File: src/rtl/load_issue_gate_pkg.sv
package load_issue_gate_pkg;
  localparam int SQ_DEPTH = 8;
  localparam int SQ_IDX_W = $clog2(SQ_DEPTH);
  localparam int SQ_PTR_W = SQ_IDX_W + 1;

  typedef logic [SQ_IDX_W-1:0] sqIdx_t;
  typedef logic [SQ_PTR_W-1:0] sqPtr_t;

  // strobes from control to datapath
  typedef struct packed {
    logic                allocEn;
    sqIdx_t              allocIdx;
    logic                retireEn;
    sqIdx_t              retireIdx;
    logic [SQ_DEPTH-1:0] clrMask;
    logic                recordEn;
    sqPtr_t              headPtr;
  } ctrlStrobe_t;
endpackage

File: src/rtl/lig_ctrl.sv
module lig_ctrl
  import load_issue_gate_pkg::*;
(
  input  logic                clk,
  input  logic                rst_n,
  input  logic                aggrMode,
  input  logic                stAllocValid,
  input  logic                stRetireValid,
  input  logic                flushValid,
  input  sqIdx_t              flushIdx,
  input  logic                ldValid,
  input  logic [SQ_DEPTH-1:0] sqResolved,
  output ctrlStrobe_t         strobe,
  output sqPtr_t              sqTail,
  output logic                sqFull
);
  sqPtr_t headPtr, tailPtr, liveCount, flushTail, tailNext;
  sqIdx_t headIdx, flushDist;
  logic   qEmpty, allocEn, retireEn;
  logic [SQ_DEPTH-1:0] clrMask;

  assign headIdx   = headPtr[SQ_IDX_W-1:0];
  assign liveCount = tailPtr - headPtr;
  assign sqFull    = (liveCount == sqPtr_t'(SQ_DEPTH));
  assign qEmpty    = (liveCount == '0);
  assign flushDist = flushIdx - headIdx;
  assign flushTail = headPtr + sqPtr_t'(flushDist) + sqPtr_t'(1);

  assign allocEn  = stAllocValid && !sqFull && !flushValid;
  assign retireEn = stRetireValid && !qEmpty && sqResolved[headIdx];

  // entries further from the head than the flush point are cut
  for (genvar i = 0; i < SQ_DEPTH; i++) begin : g_clr
    sqIdx_t entDist;
    assign entDist    = sqIdx_t'(i) - headIdx;
    assign clrMask[i] = flushValid && (entDist > flushDist);
  end

  always_comb begin
    tailNext = tailPtr;
    if (flushValid)   tailNext = flushTail;
    else if (allocEn) tailNext = tailPtr + sqPtr_t'(1);
  end

  always_ff @(posedge clk) begin
    if (!rst_n) begin
      headPtr <= '0;
      tailPtr <= '0;
    end else begin
      tailPtr <= tailNext;
      if (retireEn) headPtr <= headPtr + sqPtr_t'(1);
    end
  end

  always_comb begin
    strobe.allocEn   = allocEn;
    strobe.allocIdx  = tailPtr[SQ_IDX_W-1:0];
    strobe.retireEn  = retireEn;
    strobe.retireIdx = headIdx;
    strobe.clrMask   = clrMask;
    strobe.recordEn  = ldValid && aggrMode;
    strobe.headPtr   = headPtr;
  end

  assign sqTail = tailPtr;
endmodule

File: src/rtl/lig_dpath.sv
module lig_dpath
  import load_issue_gate_pkg::*;
#(
  parameter  int ADDR_W    = 16,
  parameter  int LD_SLOTS  = 4,
  localparam int LD_SLOT_W = $clog2(LD_SLOTS)
) (
  input  logic                 clk,
  input  logic                 rst_n,
  input  ctrlStrobe_t          strobe,
  input  logic                 aggrMode,
  input  logic                 stResolveValid,
  input  sqIdx_t               stResolveIdx,
  input  logic [ADDR_W-1:0]    stResolveAddr,
  input  logic                 ldValid,
  input  logic [ADDR_W-1:0]    ldAddr,
  input  sqPtr_t               ldTail,
  input  logic [LD_SLOT_W-1:0] ldSlot,
  input  logic                 ldReleaseValid,
  input  logic [LD_SLOT_W-1:0] ldReleaseSlot,
  output logic [SQ_DEPTH-1:0]  sqResolved,
  output logic                 ldGrant,
  output logic                 ldFwdMatch,
  output logic [LD_SLOTS-1:0]  violMask
);
  logic [SQ_DEPTH-1:0] sqValid, sqRes, olderVec, addrEqVec;
  logic [ADDR_W-1:0]   sqAddr [SQ_DEPTH];
  logic [LD_SLOTS-1:0] slotValid, violNext;
  logic [ADDR_W-1:0]   slotAddr [LD_SLOTS];
  sqPtr_t              slotTail [LD_SLOTS];

  sqIdx_t headIdx;
  sqPtr_t loadSpan, resDist;
  logic   resolveHit;

  assign headIdx    = strobe.headPtr[SQ_IDX_W-1:0];
  assign loadSpan   = ldTail - strobe.headPtr;
  assign resDist    = sqPtr_t'(sqIdx_t'(stResolveIdx - headIdx));
  assign resolveHit = stResolveValid && sqValid[stResolveIdx] && !strobe.clrMask[stResolveIdx];

  // store queue entries
  for (genvar i = 0; i < SQ_DEPTH; i++) begin : g_sq
    sqIdx_t entDist;
    assign entDist      = sqIdx_t'(i) - headIdx;
    assign olderVec[i]  = sqValid[i] && (sqPtr_t'(entDist) < loadSpan);
    assign addrEqVec[i] = (sqAddr[i] == ldAddr);

    always_ff @(posedge clk) begin
      if (!rst_n) begin
        sqValid[i] <= 1'b0;
        sqRes[i]   <= 1'b0;
        sqAddr[i]  <= '0;
      end else if (strobe.clrMask[i]) begin
        sqValid[i] <= 1'b0;
        sqRes[i]   <= 1'b0;
      end else if (strobe.allocEn && strobe.allocIdx == sqIdx_t'(i)) begin
        sqValid[i] <= 1'b1;
        sqRes[i]   <= 1'b0;
      end else if (strobe.retireEn && strobe.retireIdx == sqIdx_t'(i)) begin
        sqValid[i] <= 1'b0;
        sqRes[i]   <= 1'b0;
      end else if (resolveHit && stResolveIdx == sqIdx_t'(i)) begin
        sqRes[i]  <= 1'b1;
        sqAddr[i] <= stResolveAddr;
      end
    end
  end

  assign sqResolved = sqValid & sqRes;
  assign ldGrant    = ldValid && (aggrMode || !(|(olderVec & ~sqRes)));
  assign ldFwdMatch = ldValid && (|(olderVec & sqRes & addrEqVec));

  // speculatively issued load tracking
  for (genvar j = 0; j < LD_SLOTS; j++) begin : g_slot
    logic takeNew, hitOld, hitNew;
    assign takeNew = strobe.recordEn && (ldSlot == LD_SLOT_W'(j));
    assign hitOld  = slotValid[j] && !takeNew && (slotAddr[j] == stResolveAddr)
                     && (resDist < (slotTail[j] - strobe.headPtr));
    assign hitNew  = takeNew && (ldAddr == stResolveAddr) && (resDist < loadSpan);
    assign violNext[j] = resolveHit && (hitOld || hitNew);

    always_ff @(posedge clk) begin
      if (!rst_n) begin
        slotValid[j] <= 1'b0;
        slotAddr[j]  <= '0;
        slotTail[j]  <= '0;
      end else if (takeNew) begin
        slotValid[j] <= 1'b1;
        slotAddr[j]  <= ldAddr;
        slotTail[j]  <= ldTail;
      end else if (ldReleaseValid && ldReleaseSlot == LD_SLOT_W'(j)) begin
        slotValid[j] <= 1'b0;
      end
    end
  end

  always_ff @(posedge clk) begin
    if (!rst_n) violMask <= '0;
    else        violMask <= violNext;
  end
endmodule

File: src/rtl/load_issue_gate.sv
module load_issue_gate
  import load_issue_gate_pkg::*;
#(
  parameter  int ADDR_W    = 16,
  parameter  int LD_SLOTS  = 4,
  localparam int LD_SLOT_W = $clog2(LD_SLOTS)
) (
  input  logic                 clk,
  input  logic                 rst_n,
  input  logic                 aggrMode,
  input  logic                 stAllocValid,
  output logic [SQ_PTR_W-1:0]  sqTail,
  output logic                 sqFull,
  input  logic                 stResolveValid,
  input  logic [SQ_IDX_W-1:0]  stResolveIdx,
  input  logic [ADDR_W-1:0]    stResolveAddr,
  input  logic                 stRetireValid,
  input  logic                 flushValid,
  input  logic [SQ_IDX_W-1:0]  flushIdx,
  input  logic                 ldValid,
  input  logic [ADDR_W-1:0]    ldAddr,
  input  logic [SQ_PTR_W-1:0]  ldTail,
  input  logic [LD_SLOT_W-1:0] ldSlot,
  output logic                 ldGrant,
  output logic                 ldFwdMatch,
  input  logic                 ldReleaseValid,
  input  logic [LD_SLOT_W-1:0] ldReleaseSlot,
  output logic [LD_SLOTS-1:0]  violMask
);
  ctrlStrobe_t         strobe;
  logic [SQ_DEPTH-1:0] sqResolved;

  lig_ctrl ctrl_i (
    .clk          (clk),
    .rst_n        (rst_n),
    .aggrMode     (aggrMode),
    .stAllocValid (stAllocValid),
    .stRetireValid(stRetireValid),
    .flushValid   (flushValid),
    .flushIdx     (flushIdx),
    .ldValid      (ldValid),
    .sqResolved   (sqResolved),
    .strobe       (strobe),
    .sqTail       (sqTail),
    .sqFull       (sqFull)
  );

  lig_dpath #(.ADDR_W(ADDR_W), .LD_SLOTS(LD_SLOTS)) dpath_i (
    .clk           (clk),
    .rst_n         (rst_n),
    .strobe        (strobe),
    .aggrMode      (aggrMode),
    .stResolveValid(stResolveValid),
    .stResolveIdx  (stResolveIdx),
    .stResolveAddr (stResolveAddr),
    .ldValid       (ldValid),
    .ldAddr        (ldAddr),
    .ldTail        (ldTail),
    .ldSlot        (ldSlot),
    .ldReleaseValid(ldReleaseValid),
    .ldReleaseSlot (ldReleaseSlot),
    .sqResolved    (sqResolved),
    .ldGrant       (ldGrant),
    .ldFwdMatch    (ldFwdMatch),
    .violMask      (violMask)
  );
endmodule

File: config.mk
export PLATFORM = sky130hd
export DESIGN_NAME = load_issue_gate
export DESIGN_NICKNAME = d
export VERILOG_FILES = /design/src/rtl/load_issue_gate_pkg.sv /design/src/rtl/lig_ctrl.sv /design/src/rtl/lig_dpath.sv /design/src/rtl/load_issue_gate.sv
export SDC_FILE = /design/constraint.sdc
export NUM_CORES = 1
export LEC_CHECK = 0
export ABC_AREA = 0
export BUFFER_PORTS_ARGS = -buffer_cell sky130_fd_sc_hd__buf_4
export CORE_MARGIN = 2
export CORE_UTILIZATION = 55
export CTS_CLUSTER_DIAMETER = 200
export DETAILED_ROUTE_END_ITERATION = 8
export PLACE_DENSITY = 0.73
export SLEW_MARGIN = 10
export SYNTH_ARGS = -nofsm -noshare
export SYNTH_HDL_FRONTEND = slang
export SYNTH_SLANG_ARGS = --single-unit
File: constraint.sdc
create_clock -name clk -period 6.2 [get_ports clk]
set_input_delay 0.93 -clock clk [delete_from_list [all_inputs] [get_ports clk]]
set_output_delay 0.93 -clock clk [all_outputs]
set_load 0.01 [all_outputs]
-- Word-level counts from Yosys, hierarchy flattened
Memory sizes are Yosys's and may differ from the RTL's.
Index checks and enable logic that the tools add are counted.
- add/subtract/negate cells: 20
- $lt $le $gt $ge: 23
- equality and inequality tests: 41
- mux-type cells: 109
- bitwise gates (word level): 22
- reductions and logical operators: 132
- operator list (kind ; count):
    $eq 16x16->1 ; 13
    $mux 16 ; 12
    $mux 1 ; 88
    $logic_and 1x1->1 ; 81
    $lt 3x4->1 ; 13
    $eq 3x3->1 const B ; 12
    $and 8x8->8 ; 4
    $reduce_or 4->1 ; 8
    $reduce_bool 2->1 ; 13
    $gt 3x3->1 ; 8
    $mux 4 ; 6
    $sub 4x4->4 ; 6
    $eq 3x2->1 const B ; 6
    $or 1x1->1 ; 16
    $reduce_or 2->1 ; 8
    $reduce_or 8->1 ; 2
    $add 4x1->4 const B ; 3
    $sub 3x3->3 const A ; 4
    $bmux 1 s3 ; 3
    $eq 3x1->1 const B ; 3
    $logic_not 1->1 ; 9
    $logic_not 3->1 ; 3
    $eq 2x2->1 const B ; 4
    $lt 3x4->1 const B ; 2
    other kinds (11) ; 20
- bits in registers: 32
- bits in writable memories: 208
- input port bits: 55
- output and inout port bits: 11
- logic and storage cells: 373
- memories: 3
- memory list (name ; depth ; width ; rd ports ; clocked after Yosys merged registers in ; wr ports ; line ; source):
    dpath_i.sqAddr ; 8 ; 16 ; 8 ; 0 ; 8 ; lig_dpath.sv:27 ; logic [ADDR_W-1:0] sqAddr [SQ_DEPTH];
    dpath_i.slotAddr ; 4 ; 16 ; 4 ; 0 ; 4 ; lig_dpath.sv:29 ; logic [ADDR_W-1:0] slotAddr [LD_SLOTS];
    dpath_i.slotTail ; 4 ; 4 ; 4 ; 0 ; 4 ; lig_dpath.sv:30 ; sqPtr_t slotTail [LD_SLOTS];

-- Longest topological paths before layout
Gate-level depths: netlist of the first run.
- depth after elaboration: 15
- gate-level depth with buffers: 13
- gate-level depth less buffers: 12

-- Hierarchy
From an unflattened synthesis of the first run, not the netlist that was laid out.
- cells, all modules: 1262
- area, all modules: 14020.9 sq um
- by module, submodules not included (module ; instances ; cells each ; area each (sq um) ; seq. area each (sq um)):
    lig_dpath ; 1 ; 1106 ; 12766.0 ; 6726.5
    lig_ctrl ; 1 ; 156 ; 1255.0 ; 160.2

-- Least setup slack after synthesis of the first run
No wires, ideal clock.
- path type: input-to-reg
- start point: in flushIdx[0]
- end point: mem dpath_i.sqAddr[0][0] (enable)
- library setup time: 0.411 ns
- arrival time: 4.707 ns
- data required time: 5.789 ns
- slack: 1.082 ns
- cell stages on the path: 12
- buffers on the path: 0
- cells stage by stage: inv_1 ha_1 fa_1 xnor3_2 clkinv_2 ha_1 inv_1 o21a_1 o211a_1 nor3_1 nand3_1 o21ai_0
- RTL lines (item ; line ; source):
    start: declaration ; load_issue_gate.sv:19 ; input logic [SQ_IDX_W-1:0] flushIdx,
    end: declaration ; lig_dpath.sv:27 ;

-- Worst setup path after layout of the first run
- start point: reg ctrl_i.headPtr[2]
- end point: out ldFwdMatch
- cells in the longest elaborated chain, start to end: 7
- elaborated cells on any way between the ends: 29
- classes of those cells: add/sub (9); order compare (8); bitwise (2); reduce/logical (10)
- ends and longest elaborated chain (item ; line ; source):
    start: declaration ; lig_ctrl.sv:17 ; sqPtr_t headPtr, tailPtr, liveCount, flushTail, tailNext;
    start signal: assignment ; lig_ctrl.sv:51 ; if (retireEn) headPtr <= headPtr + sqPtr_t'(1);
    $sub 4x4->4, or another cell as far along ; lig_dpath.sv:37 ; assign loadSpan = ldTail - strobe.headPtr;
    $lt 3x4->1 ; lig_dpath.sv:45 ; assign olderVec[i] = sqValid[i] && (sqPtr_t'(entDist) < loadSpan);
    $logic_and 1x1->1 ; lig_dpath.sv:45 ;
    $and 8x8->8 * (2 in a row) ; lig_dpath.sv:71 ; assign ldFwdMatch = ldValid && (|(olderVec & sqRes & addrEqVec));
    $reduce_or 8->1 * ; lig_dpath.sv:71 ;
    $logic_and 1x1->1 * ; lig_dpath.sv:71 ;
    end: declaration ; load_issue_gate.sv:25 ; output logic ldFwdMatch,
Mark *: on every way between the ends. The rest lies on a longest branch, timed or not.

==> reports/qor.yml, run 1 <==
result_of_the_run: "complete, no violations"
met3_length_um: 2910
io-pin-count: 66
timing.critical_path.slowest_cell_delay_ps: 670
slew_headroom_pct: 19.8
leading_cell_types_by_total_area_after_synthesis: "sky130_fd_sc_hd__edfxtp_1 45%, sky130_fd_sc_hd__xnor2_1 9.3%, sky130_fd_sc_hd__ha_1 5.7%"
max-clock-path-buffers: 3
placement.io_buffers: 65
cap_violations: 0
dieHeight_um: 163
final_util_pct: 61.8
final_net_count: 1433
postRouteAntennaNets: 0
synth-compound-area-share_pct: 6.63
final.setup.worst_slack_ps: 854
yosys.cell_types.count: 70
critical_path_arrival_ps: 4420
hold_path_class: "register to register"
hold_end: "dpath_i.slotValid[2]"
crit_buf_inv: 2
diodes: 0
clock_sinks: 240
post_synth_inst_count: 1268
whs_path_depth: 2
start_util_pct: 55.8
grt_antenna_before_repair: 0
std_cell_rows: 58
critical_path.reg2reg.startpoint: "ctrl_i.headPtr[0]"
yosysTopAreaCell: "sky130_fd_sc_hd__edfxtp_1"
synth_warnings: 0
place.gp.congestion: 0.912
synth-edff-count: 208
final.hold.worst_slack_ps: 498
number_of_drc_violations_after_detailed_routing_iteration_0: 1084
crit_path_cell_trace: "inv_1 > ha_1 > xnor2_1 > ha_1 > a21o_1 > a2111oi_0 > a221oi_1 > a41oi_1 > buf_4"
yosysSeqAreaShare_pct: 49.3
yosys.cell_count.top_type: "sky130_fd_sc_hd__edfxtp_1"
synth_top_family_by_area: "simple AND/OR/NAND/NOR gates"
ctsResizeCount: 0
report.final.hold_viol_count: 0
p_total_mw: 3.77
cts_inserted_buffers: 25
worst_path_most_repeated_cell: "sky130_fd_sc_hd__ha_1"
vdd.ir_drop.worst_mv: 0.201
placed_cell_area_um2: 14700
share_of_synthesized_cell_area_in_and_or_nand_and_nor_gates_pct: 17.4
post-dp-hpwl_um: 25800
async_reset_ff_share_pct: 0
global_route.overflow_total: 0
clkLatencyLatePin_ps: 540
final-max-slew-violation-count: 0
routed_via_density: 6.13
remaining_drc_errors: 0
tightest_slew_ps: 1200
reg2reg_depth: 12
rsz0062_at_grt: "no"
synth_fp_nets: 1396
critical_path_peak_fanout: 13
met1Wirelength_um: 15700
endpoint_kind: "output port"
synthXorXnorAreaFrac_pct: 15.1
postLayoutCellArea_um2: 15500
cts_post_setup_buffers_inserted: 0
final_cells: 1653
firstDrtPassIters: 7
fmax_mhz: 187
cpMaxStageDelayCell: "sky130_fd_sc_hd__xnor2_1"
routed-via-count: 10100
chipWidth_um: 163
h-tree-depth: 1
placed_instances: 1608
routed_wire_length_per_instance_um: 23.3
critical_path_required_ps: 5270
cts_tree: "built"
holdBufCountCts: 0
yosys.area.top_type_share_pct: 44.7
dieArea_um2: 26700
grt_pass1_wl_um: 57800
fraction_of_final_layout_cells_sized_beyond_drive_strength_1_pct: 10.6
syn_area_um2: 14000
grt_max_degree: 92
worst_path_dominant_cell_family: "compound AO/OA/AOI/OAI gates"
synth.mux.area_fraction_pct: 0.789
route.final.wire_length_um: 38500
cts.reportedPaths.clkPinSlew_ps: 60
postSynthRegisterBits: 240
criticalPathCategory: "register to output port"
synth_ff_type: "sky130_fd_sc_hd__edfxtp_1"
syn2layout_area_growth_pct: 10.8
sum_of_met2_wire_segment_lengths_after_detailed_routing_um: 18100
place_worst_setup_slack_ps: 890
placeableCoreArea_um2: 25000
syn_area_per_cell_um2: 11.0
worst_setup_slack_for_register_to_register_paths_ps: 1160
synth_top_cells_by_count: "208 x sky130_fd_sc_hd__edfxtp_1, 148 x sky130_fd_sc_hd__xnor2_1, 88 x sky130_fd_sc_hd__xor2_1"
cp-start-kind: "register"
pd_cells_nw_per_um2: 244
timing.final.crit_share_pct: 86.2
globalRouteTotalUtil_pct: 29.3
timing.clock.skew_ps: 22.8
finalWorstPathRequiredPeriod_ps: 5350
setup-violations-final: 0
synth-adder-area-share_pct: 7.24
highest-signal-layer: "met4"
r2r-end: "dpath_i.sqAddr[1][62]"
cts-root-buf: "sky130_fd_sc_hd__clkbuf_16"
final_setup_tns_ps: 0
worst_hold_startpoint: "dpath_i.slotValid[2]"
p_leak_nw: 5.72
first_global_vias: 9819
[flip-flops by register name, summed over array words and instances (netlist names), 8 cells and up]
name              count
dpath_i.sqAddr      128
dpath_i.slotAddr     64
dpath_i.sqValid       8
dpath_i.sqRes         8
dpath_i.slotTail     16
[layer usage]
metal,global-route usage [%],vias to the layer above
met5,0,-
met4,13.1,0
met3,4.01,104
met2,47.7,429
met1,39.2,4982
li1,-,4623
[layout by cell type (no fill, tap or decap), types with 25 or more instances in the layout]
cell | synthesis | layout
sky130_fd_sc_hd__nand4_1 | 40 | 40
sky130_fd_sc_hd__ha_1 | 64 | 64
sky130_fd_sc_hd__nand3_1 | 34 | 34
sky130_fd_sc_hd__and2_1 | 40 | 40
sky130_fd_sc_hd__xnor2_1 | 148 | 148
sky130_fd_sc_hd__edfxtp_1 | 208 | 208
sky130_fd_sc_hd__inv_1 | 48 | 48
sky130_fd_sc_hd__nor2_1 | 75 | 75
sky130_fd_sc_hd__buf_4 | 1 | 83
sky130_fd_sc_hd__clkbuf_16 | 0 | 25
sky130_fd_sc_hd__and3_1 | 57 | 57
sky130_fd_sc_hd__xor2_1 | 88 | 88
sky130_fd_sc_hd__nand2_1 | 58 | 58
sky130_fd_sc_hd__dfxtp_1 | 32 | 32
sky130_fd_sc_hd__nor4_1 | 28 | 28
sky130_fd_sc_hd__a21oi_1 | 33 | 33
sky130_fd_sc_hd__nor3_1 | 73 | 73
sky130_fd_sc_hd__o21ai_0 | 31 | 27
[worst reg2reg max path, stage by stage, from the launching register on]
cell and delay [ps]:
sky130_fd_sc_hd__dfxtp_1 470, sky130_fd_sc_hd__buf_4 270, sky130_fd_sc_hd__ha_1 250, sky130_fd_sc_hd__fa_1 430
sky130_fd_sc_hd__xnor3_2 420, sky130_fd_sc_hd__clkinv_2 150, sky130_fd_sc_hd__ha_1 380, sky130_fd_sc_hd__nand2_1 60
sky130_fd_sc_hd__o21ai_0 150, sky130_fd_sc_hd__a21oi_1 120, sky130_fd_sc_hd__a2111oi_0 560, sky130_fd_sc_hd__nand3_1 650
sky130_fd_sc_hd__nand2_1 760
[area by class of cell]
cell class / instances / area, µm²
inverter: 49 / 185
sequential: 240 / 6890
multi-input combinational: 906 / 6580
timing repair buffer: 83 / 623
tap: 330 / 413
clock inverter: 15 / 129
clock buffer: 30 / 644
fill: 2046 / 9570
[where the power goes]
group / leakage [nW] / total, mW / internal (mW) / switching (mW)
Clock: 0.378 / 1.46 / 0.824 / 0.636
Sequential: 2.35 / 1.86 / 1.82 / 0.0351
Combinational: 3.00 / 0.451 / 0.167 / 0.284
[worst max path at each step]
stage	slack (ps)	depth (start not counted)	start	endpoint
after floorplan	1080	12	flushIdx[0]	dpath_i.sqAddr[0][0]
after global placement	1010	13	flushIdx[0]	dpath_i.sqAddr[1][50]
after detailed placement	890	13	flushIdx[0]	dpath_i.sqAddr[1][56]
after CTS	840	10	ctrl_i.headPtr[2]	ldGrant
after global routing	550	10	ctrl_i.headPtr[2]	ldGrant
final	850	9	ctrl_i.headPtr[2]	ldFwdMatch
[kinds of logic (layout without fill, tap and decap cells)]
kind of cell	Yosys count	in the layout
AND/OR/NAND/NOR	450	450
AO/OA/AOI/OAI	136	136
buffers and inverters	122	177
multiplexers	6	6
flip-flops	240	240
adder cells (fa/ha/maj)	76	76
XOR/XNOR	238	238
(Power assumes the default switching activity.)
==> inputs of run 2 (changes only) <==
RECOVER_POWER = 50   (was unset)
TNS_END_PERCENT = 10   (was unset)
==> run 2 against run 1 <==
Compared with the run above: the run now ends with max-capacitance violations, max-slew violations left; routed wire length down 0.27%; sequential power about the same; final cell count unchanged; register-to-register slack worse by 110 ps; setup slack worse by 33 ps; clock-buffer cell count unchanged; clock power about the same; global-route usage unchanged; first-iteration DRC count down 3.7%; non-clock buffer count unchanged; largest cell class unchanged.
==> reports/qor.yml, run 2 (synthesized netlist as in run 1, its figures left out) <==
cp-start-kind: "register"
regMostFlops: "dpath_i.sqAddr"
sequential_area_um2: 6890
routed_via_density: 6.16
fmax_mhz: 186
critical_path_peak_fanout: 13
cts_tree: "built"
syn2layout_area_growth_pct: 10.5
crit_path_start: "ctrl_i.headPtr[2]"
hold_path_class: "register to register"
fraction_of_final_layout_cells_sized_beyond_drive_strength_1_pct: 9.75
routed-via-count: 10200
vdd.ir_drop.worst_mv: 0.201
dieArea_um2: 26700
critical_path_required_ps: 5270
grt_pass1_wl_um: 57800
worst_path_dominant_cell_family: "compound AO/OA/AOI/OAI gates"
globalRouteTotalUtil_pct: 29.3
top_library_cells_by_usage_in_the_layout_fill_and_taps_aside: "208 x sky130_fd_sc_hd__edfxtp_1, 148 x sky130_fd_sc_hd__xnor2_1, 88 x sky130_fd_sc_hd__xor2_1, 75 x sky130_fd_sc_hd__nor2_1"
placement.io_buffers: 65
p_total_mw: 3.77
cts-root-buf: "sky130_fd_sc_hd__clkbuf_16"
h-tree-depth: 1
finalWorstPathRequiredPeriod_ps: 5380
cts_post_setup_buffers_inserted: 0
globalRoute.busiestLayer: "met2"
clkLatencyLatePin_ps: 540
cts_inserted_buffers: 25
final_net_count: 1433
report.final.hold_viol_count: 0
clock_sinks: 240
layout_top_registers: "dpath_i.sqAddr x128, dpath_i.slotAddr x64, dpath_i.slotTail x16"
remaining_drc_errors: 0
cpMaxStageDelayCell: "sky130_fd_sc_hd__dfxtp_1"
firstDrtPassIters: 6
violations: "max-capacitance violations, max-slew violations"
timing.final.crit_share_pct: 86.8
multi_input_area_um2: 6580
mostFrequentLayoutCell: "sky130_fd_sc_hd__edfxtp_1"
chipWidth_um: 163
diodes: 0
placeableCoreArea_um2: 25000
number_of_fill_cells_in_the_layout: 2048
first_global_vias: 9819
final_setup_tns_ps: 0
number_of_drc_violations_after_detailed_routing_iteration_0: 1044
cap_violations: 2
start_util_pct: 55.8
worst_path_most_repeated_cell: "sky130_fd_sc_hd__ha_1"
criticalPathCategory: "register to output port"
pd_cells_nw_per_um2: 244
max-clock-path-buffers: 3
tightest_slew_ps: 3610
timing.clock.skew_ps: 19.9
worst_setup_slack_for_register_to_register_paths_ps: 1050
largest_register_ffs: 128
met1_track_demand_over_resource_in_global_routing_pct: 39.2
postRouteAntennaNets: 0
route.final.wire_length_um: 38300
r2r-end: "dpath_i.sqAddr[1][62]"
global_route.overflow_total: 0
result_of_the_run: "complete, but fails checks"
use_met3_pct: 4.01
ctsResizeCount: 0
holdBufCountCts: 0
critical_path.reg2reg.startpoint: "ctrl_i.headPtr[0]"
worstSetupEndpoint: "ldGrant"
dieHeight_um: 163
final-max-slew-violation-count: 121
grt_antenna_before_repair: 0
reg2reg_depth: 12
post-dp-hpwl_um: 25800
p_leak_nw: 5.67
crit_path_cell_trace: "inv_1 > ha_1 > xnor2_1 > ha_1 > nor2b_1 > o32ai_1 > a211oi_1 > o2111ai_1 > o31ai_1 > buf_4"
routed_wire_length_per_instance_um: 23.2
io-pin-count: 66
cts.reportedPaths.clkPinSlew_ps: 70
place.gp.congestion: 0.912
rsz0062_at_grt: "no"
timing.critical_path.slowest_cell_delay_ps: 670
slew_headroom_pct: -141
endpoint_kind: "output port"
std_cell_rows: 58
grt.met2_usage_pct: 47.7
path_depth: 10
crit_buf_inv: 2
critical_path_arrival_ps: 4450
setup-violations-final: 0
grt_max_degree: 92
==> run 2: cell count changes in the layout (fill, tap and decap cells not counted) <==
cell	change
sky130_fd_sc_hd__and2_0	+11
sky130_fd_sc_hd__and2_1	-11
sky130_fd_sc_hd__buf_4	-10
sky130_fd_sc_hd__clkbuf_1	+10
sky130_fd_sc_hd__xnor3_1	+1
sky130_fd_sc_hd__xnor3_2	-1
==> run 2: final cells by class <==
class | instances | area share [%]
clock buffers | 30 | 4.18
inverters | 49 | 1.20
well taps | 330 | 2.68
multi-input cells | 906 | 42.7
clock inverters | 15 | 0.835
flip-flops and latches | 240 | 44.6
repair buffers | 83 | 3.80
==> run 2: power breakdown <==
| part | total [mW] | switching (mW) | internal [mW] |
|---|---|---|---|
| Combinational | 0.450 | 0.284 | 0.166 |
| Sequential | 1.86 | 0.0351 | 1.82 |
| Clock | 1.46 | 0.634 | 0.824 |
==> run 2: worst min-delay path: stages, from the launching register on <==
cell                      delay [ps]
sky130_fd_sc_hd__dfxtp_1         310
sky130_fd_sc_hd__o21ai_0          70
sky130_fd_sc_hd__a21oi_1          60
==> run 2: per-stage QoR <==
step / setup WS [ps] / util (%) / cells / hold WS [ps] / instance area (µm²)
after floorplan: 1080 / - / 1268 / 449 / 14000
after global placement: 1010 / 58.7 / 1608 / 466 / 14700
after detailed placement: 890 / 58.7 / 1608 / 484 / 14700
after CTS: 843 / 61.8 / 1653 / 491 / 15500
after global routing: 539 / 61.6 / 1653 / 518 / 15400
final: 821 / 61.6 / 1653 / 496 / 15400
==> run 2: how the worst min path moves through the flow <==
stage                          from              endpoint  slack, ps  cells after the start
6_report       dpath_i.slotValid[2]  dpath_i.slotValid[2]        500                      2
5_1_grt            dpath_i.sqRes[3]      dpath_i.sqRes[3]        520                      2
4_1_cts        dpath_i.slotValid[2]  dpath_i.slotValid[2]        490                      2
3_5_place_dp   dpath_i.slotValid[2]  dpath_i.slotValid[2]        480                      2
3_3_place_gp   dpath_i.slotValid[0]  dpath_i.slotValid[0]        470                      2
2_1_floorplan      dpath_i.sqRes[3]      dpath_i.sqRes[3]        450                      2
==> run 2: layer usage <==
layer	routed length, µm	vias up	part of all wire [%]
li1	-	4621	-
met1	15600	4997	41
met2	17800	440	46
met3	3050	118	7.9
met4	1930	0	5.0
met5	0	-	0
==> inputs of run 3 (changes only) <==
SYNTH_HIERARCHICAL = 1   (was unset)
==> run 3 against run 2 <==
Compared with the run above: sequential power barely moved; setup slack better by 230 ps; critical endpoint is now dpath_i/sqAddr[0][42]; register-to-register slack about the same; critical path depth increased by 3; core utilization shrank 0.45 points; the run now ends clean; non-clock buffer count down 6.
==> reports/qor.yml, run 3 <==
leading_cell_types_by_total_area_after_synthesis: "sky130_fd_sc_hd__edfxtp_1 45%, sky130_fd_sc_hd__xnor2_1 11%, sky130_fd_sc_hd__and2_1 6.2%"
p_leak_nw: 5.83
hold_path_class: "register to register"
synth-adder-area-share_pct: 5.78
largest_register_ffs: 128
syn_area_per_cell_um2: 11.1
critical_path.reg2reg.startpoint: "ctrl_i/headPtr[2]"
final-max-slew-violation-count: 0
route.final.wire_length_um: 35700
dieHeight_um: 164
synth-compound-area-share_pct: 6.83
fraction_of_final_layout_cells_sized_beyond_drive_strength_1_pct: 8.99
worst_setup_slack_for_register_to_register_paths_ps: 1050
postRouteAntennaNets: 0
placeableCoreArea_um2: 25100
layout_top_registers: "dpath_i/sqAddr x128, dpath_i/slotAddr x64, dpath_i/slotTail x16"
share_of_synthesized_cell_area_in_and_or_nand_and_nor_gates_pct: 18.8
async_reset_ff_share_pct: 0
dieArea_um2: 26800
cpMaxStageDelayCell: "sky130_fd_sc_hd__nor2_1"
routed_wire_length_per_instance_um: 21.7
synthXorXnorAreaFrac_pct: 15.0
number_of_drc_violations_after_detailed_routing_iteration_0: 1037
final_setup_tns_ps: 0
first_global_vias: 9424
start_util_pct: 55.8
remaining_drc_errors: 0
grt_pass1_wl_um: 53600
synth.mux.area_fraction_pct: 0.678
criticalPathCategory: "register to register"
final_cells: 1643
regMostFlops: "dpath_i/sqAddr"
worst_hold_startpoint: "dpath_i/sqRes[5]"
post_synth_inst_count: 1262
whs_path_depth: 2
slew_headroom_pct: 25.8
synth-edff-count: 208
max-clock-path-buffers: 3
yosysSeqAreaShare_pct: 49.1
yosys.cell_count.top_type: "sky130_fd_sc_hd__edfxtp_1"
yosysTopAreaCell: "sky130_fd_sc_hd__edfxtp_1"
critical_path_peak_fanout: 17
fmax_mhz: 194
cts.reportedPaths.clkPinSlew_ps: 60
h-tree-depth: 1
routed_via_density: 5.97
r2r-end: "dpath_i/sqAddr[0][42]"
report.final.hold_viol_count: 0
crit_path_cell_trace: "clkbuf_1 > inv_1 > ha_1 > and3b_1 > or3_1 > a211oi_1 > nor3_2 > nor2b_1 > a21oi_1 > o21a_1 > nand3b_1 > nor2_1 > and2_1"
top_library_cells_by_usage_in_the_layout_fill_and_taps_aside: "208 x sky130_fd_sc_hd__edfxtp_1, 172 x sky130_fd_sc_hd__xnor2_1, 114 x sky130_fd_sc_hd__and2_1, 75 x sky130_fd_sc_hd__and3_1, 65 x sky130_fd_sc_hd__xor2_1"
mostFrequentLayoutCell: "sky130_fd_sc_hd__edfxtp_1"
holdBufCountCts: 0
chipWidth_um: 164
p_total_mw: 3.69
io-pin-count: 66
global_route.overflow_total: 0
yosys.cell_types.count: 75
std_cell_rows: 58
rsz0062_at_grt: "no"
vdd.ir_drop.worst_mv: 0.175
critical_path_arrival_ps: 5540
synth_top_cells_by_count: "208 x sky130_fd_sc_hd__edfxtp_1, 172 x sky130_fd_sc_hd__xnor2_1, 140 x sky130_fd_sc_hd__and2_1"
tightest_slew_ps: 1110
endpoint_kind: "register"
globalRouteTotalUtil_pct: 26.7
result_of_the_run: "complete, no violations"
syn2layout_area_growth_pct: 9.54
cts-root-buf: "sky130_fd_sc_hd__clkbuf_16"
grt_max_degree: 92
yosys.area.top_type_share_pct: 44.5
number_of_fill_cells_in_the_layout: 2067
cts_post_setup_buffers_inserted: 0
grt_antenna_before_repair: 1
finalWorstPathRequiredPeriod_ps: 5150
timing.critical_path.slowest_cell_delay_ps: 750
placed_cell_area_um2: 14700
postLayoutCellArea_um2: 15400
hold_end: "dpath_i/sqRes[5]"
cap_violations: 0
final_util_pct: 61.2
synth_warnings: 6
cts_tree: "built"
routed-via-count: 9810
final_net_count: 1406
firstDrtPassIters: 5
reg2reg_depth: 13
synth_ff_type: "sky130_fd_sc_hd__edfxtp_1"
placed_instances: 1597
timing.clock.skew_ps: 9.55
cts_inserted_buffers: 26
place.gp.congestion: 0.922
critical_path_required_ps: 6590
setup-violations-final: 0
pd_cells_nw_per_um2: 241
syn_area_um2: 14000
clkLatencyLatePin_ps: 530
synth_top_family_by_area: "simple AND/OR/NAND/NOR gates"
cp-start-kind: "register"
placement.io_buffers: 65
timing.final.crit_share_pct: 83.0
synth_fp_nets: 1373
ctsResizeCount: 0
postSynthRegisterBits: 240
clock_sinks: 240
diodes: 0
post-dp-hpwl_um: 23200
[run 3: cell count changes after synthesis, moves of 18 or more]
cell / change
sky130_fd_sc_hd__xnor2_1: +24
sky130_fd_sc_hd__nor3_1: -53
sky130_fd_sc_hd__buf_2: +20
sky130_fd_sc_hd__and2_1: +100
sky130_fd_sc_hd__xor2_1: -23
sky130_fd_sc_hd__and3_1: +18
sky130_fd_sc_hd__nor2_1: -39
[run 3: kinds of logic after synthesis]
group                      Yosys count
and+or+nand+nor                    453
DFF                                240
buffers and inverters              122
xor gates and xnor gates           239
muxes                                7
AOI/OAI and AO/OA                  140
adders and majority gates           61
[run 3: worst max-delay path, delay by kind of cell, from the launching register on]
| family | cells | cell delay, ps |
|---|---|---|
| and+or+nand+nor | 7 | 2200 |
| adders and majority gates | 1 | 400 |
| AOI/OAI and AO/OA | 3 | 890 |
| buffers and inverters | 2 | 950 |
| DFF | 1 | 570 |
[run 3: power breakdown]
part / total, mW / switching, mW / internal, mW / leakage, nW
clock network: 1.40 / 0.614 / 0.788 / 0.380
logic: 0.431 / 0.264 / 0.168 / 3.10
registers: 1.86 / 0.0371 / 1.82 / 2.35
total: 3.69 / 0.914 / 2.78 / 5.83
[run 3: per-layer routing]
| metal | routed length, µm | GRT usage (%) |
|---|---|---|
| met1 | 15100 | 37.0 |
| met2 | 16800 | 44.1 |
| met3 | 2820 | 3.10 |
| met4 | 949 | 8.25 |
| met5 | 0 | 0 |
[run 3: layout make-up]
class	instances	area [µm²]	area share [%]
multi-input cells	900	6580	42.8
repair buffers	77	526	3.42
clock inverters	10	66.3	0.432
inverters	50	190	1.24
well taps	330	413	2.69
clock buffers	36	698	4.55
flip-flops and latches	240	6890	44.8
[run 3: worst max path at each step]
stage | start | cells past startpoint | end
finish | ctrl_i/headPtr[2] | 13 | dpath_i/sqAddr[0][42]
global route | ctrl_i/headPtr[2] | 13 | dpath_i/sqAddr[0][37]
global placement | flushIdx[0] | 17 | dpath_i/sqAddr[0][39]
floorplan | flushIdx[0] | 13 | dpath_i/sqAddr[1][0]
detailed placement | flushIdx[0] | 15 | dpath_i/sqAddr[0][8]
CTS | ctrl_i/headPtr[2] | 9 | ldFwdMatch
[run 3: metrics by stage]
stage	hold WS, ps	setup WS [ps]
6_report	465	1050
3_3_place_gp	442	1420
2_1_floorplan	428	914
4_1_cts	461	1430
5_1_grt	488	655
3_5_place_dp	451	1250
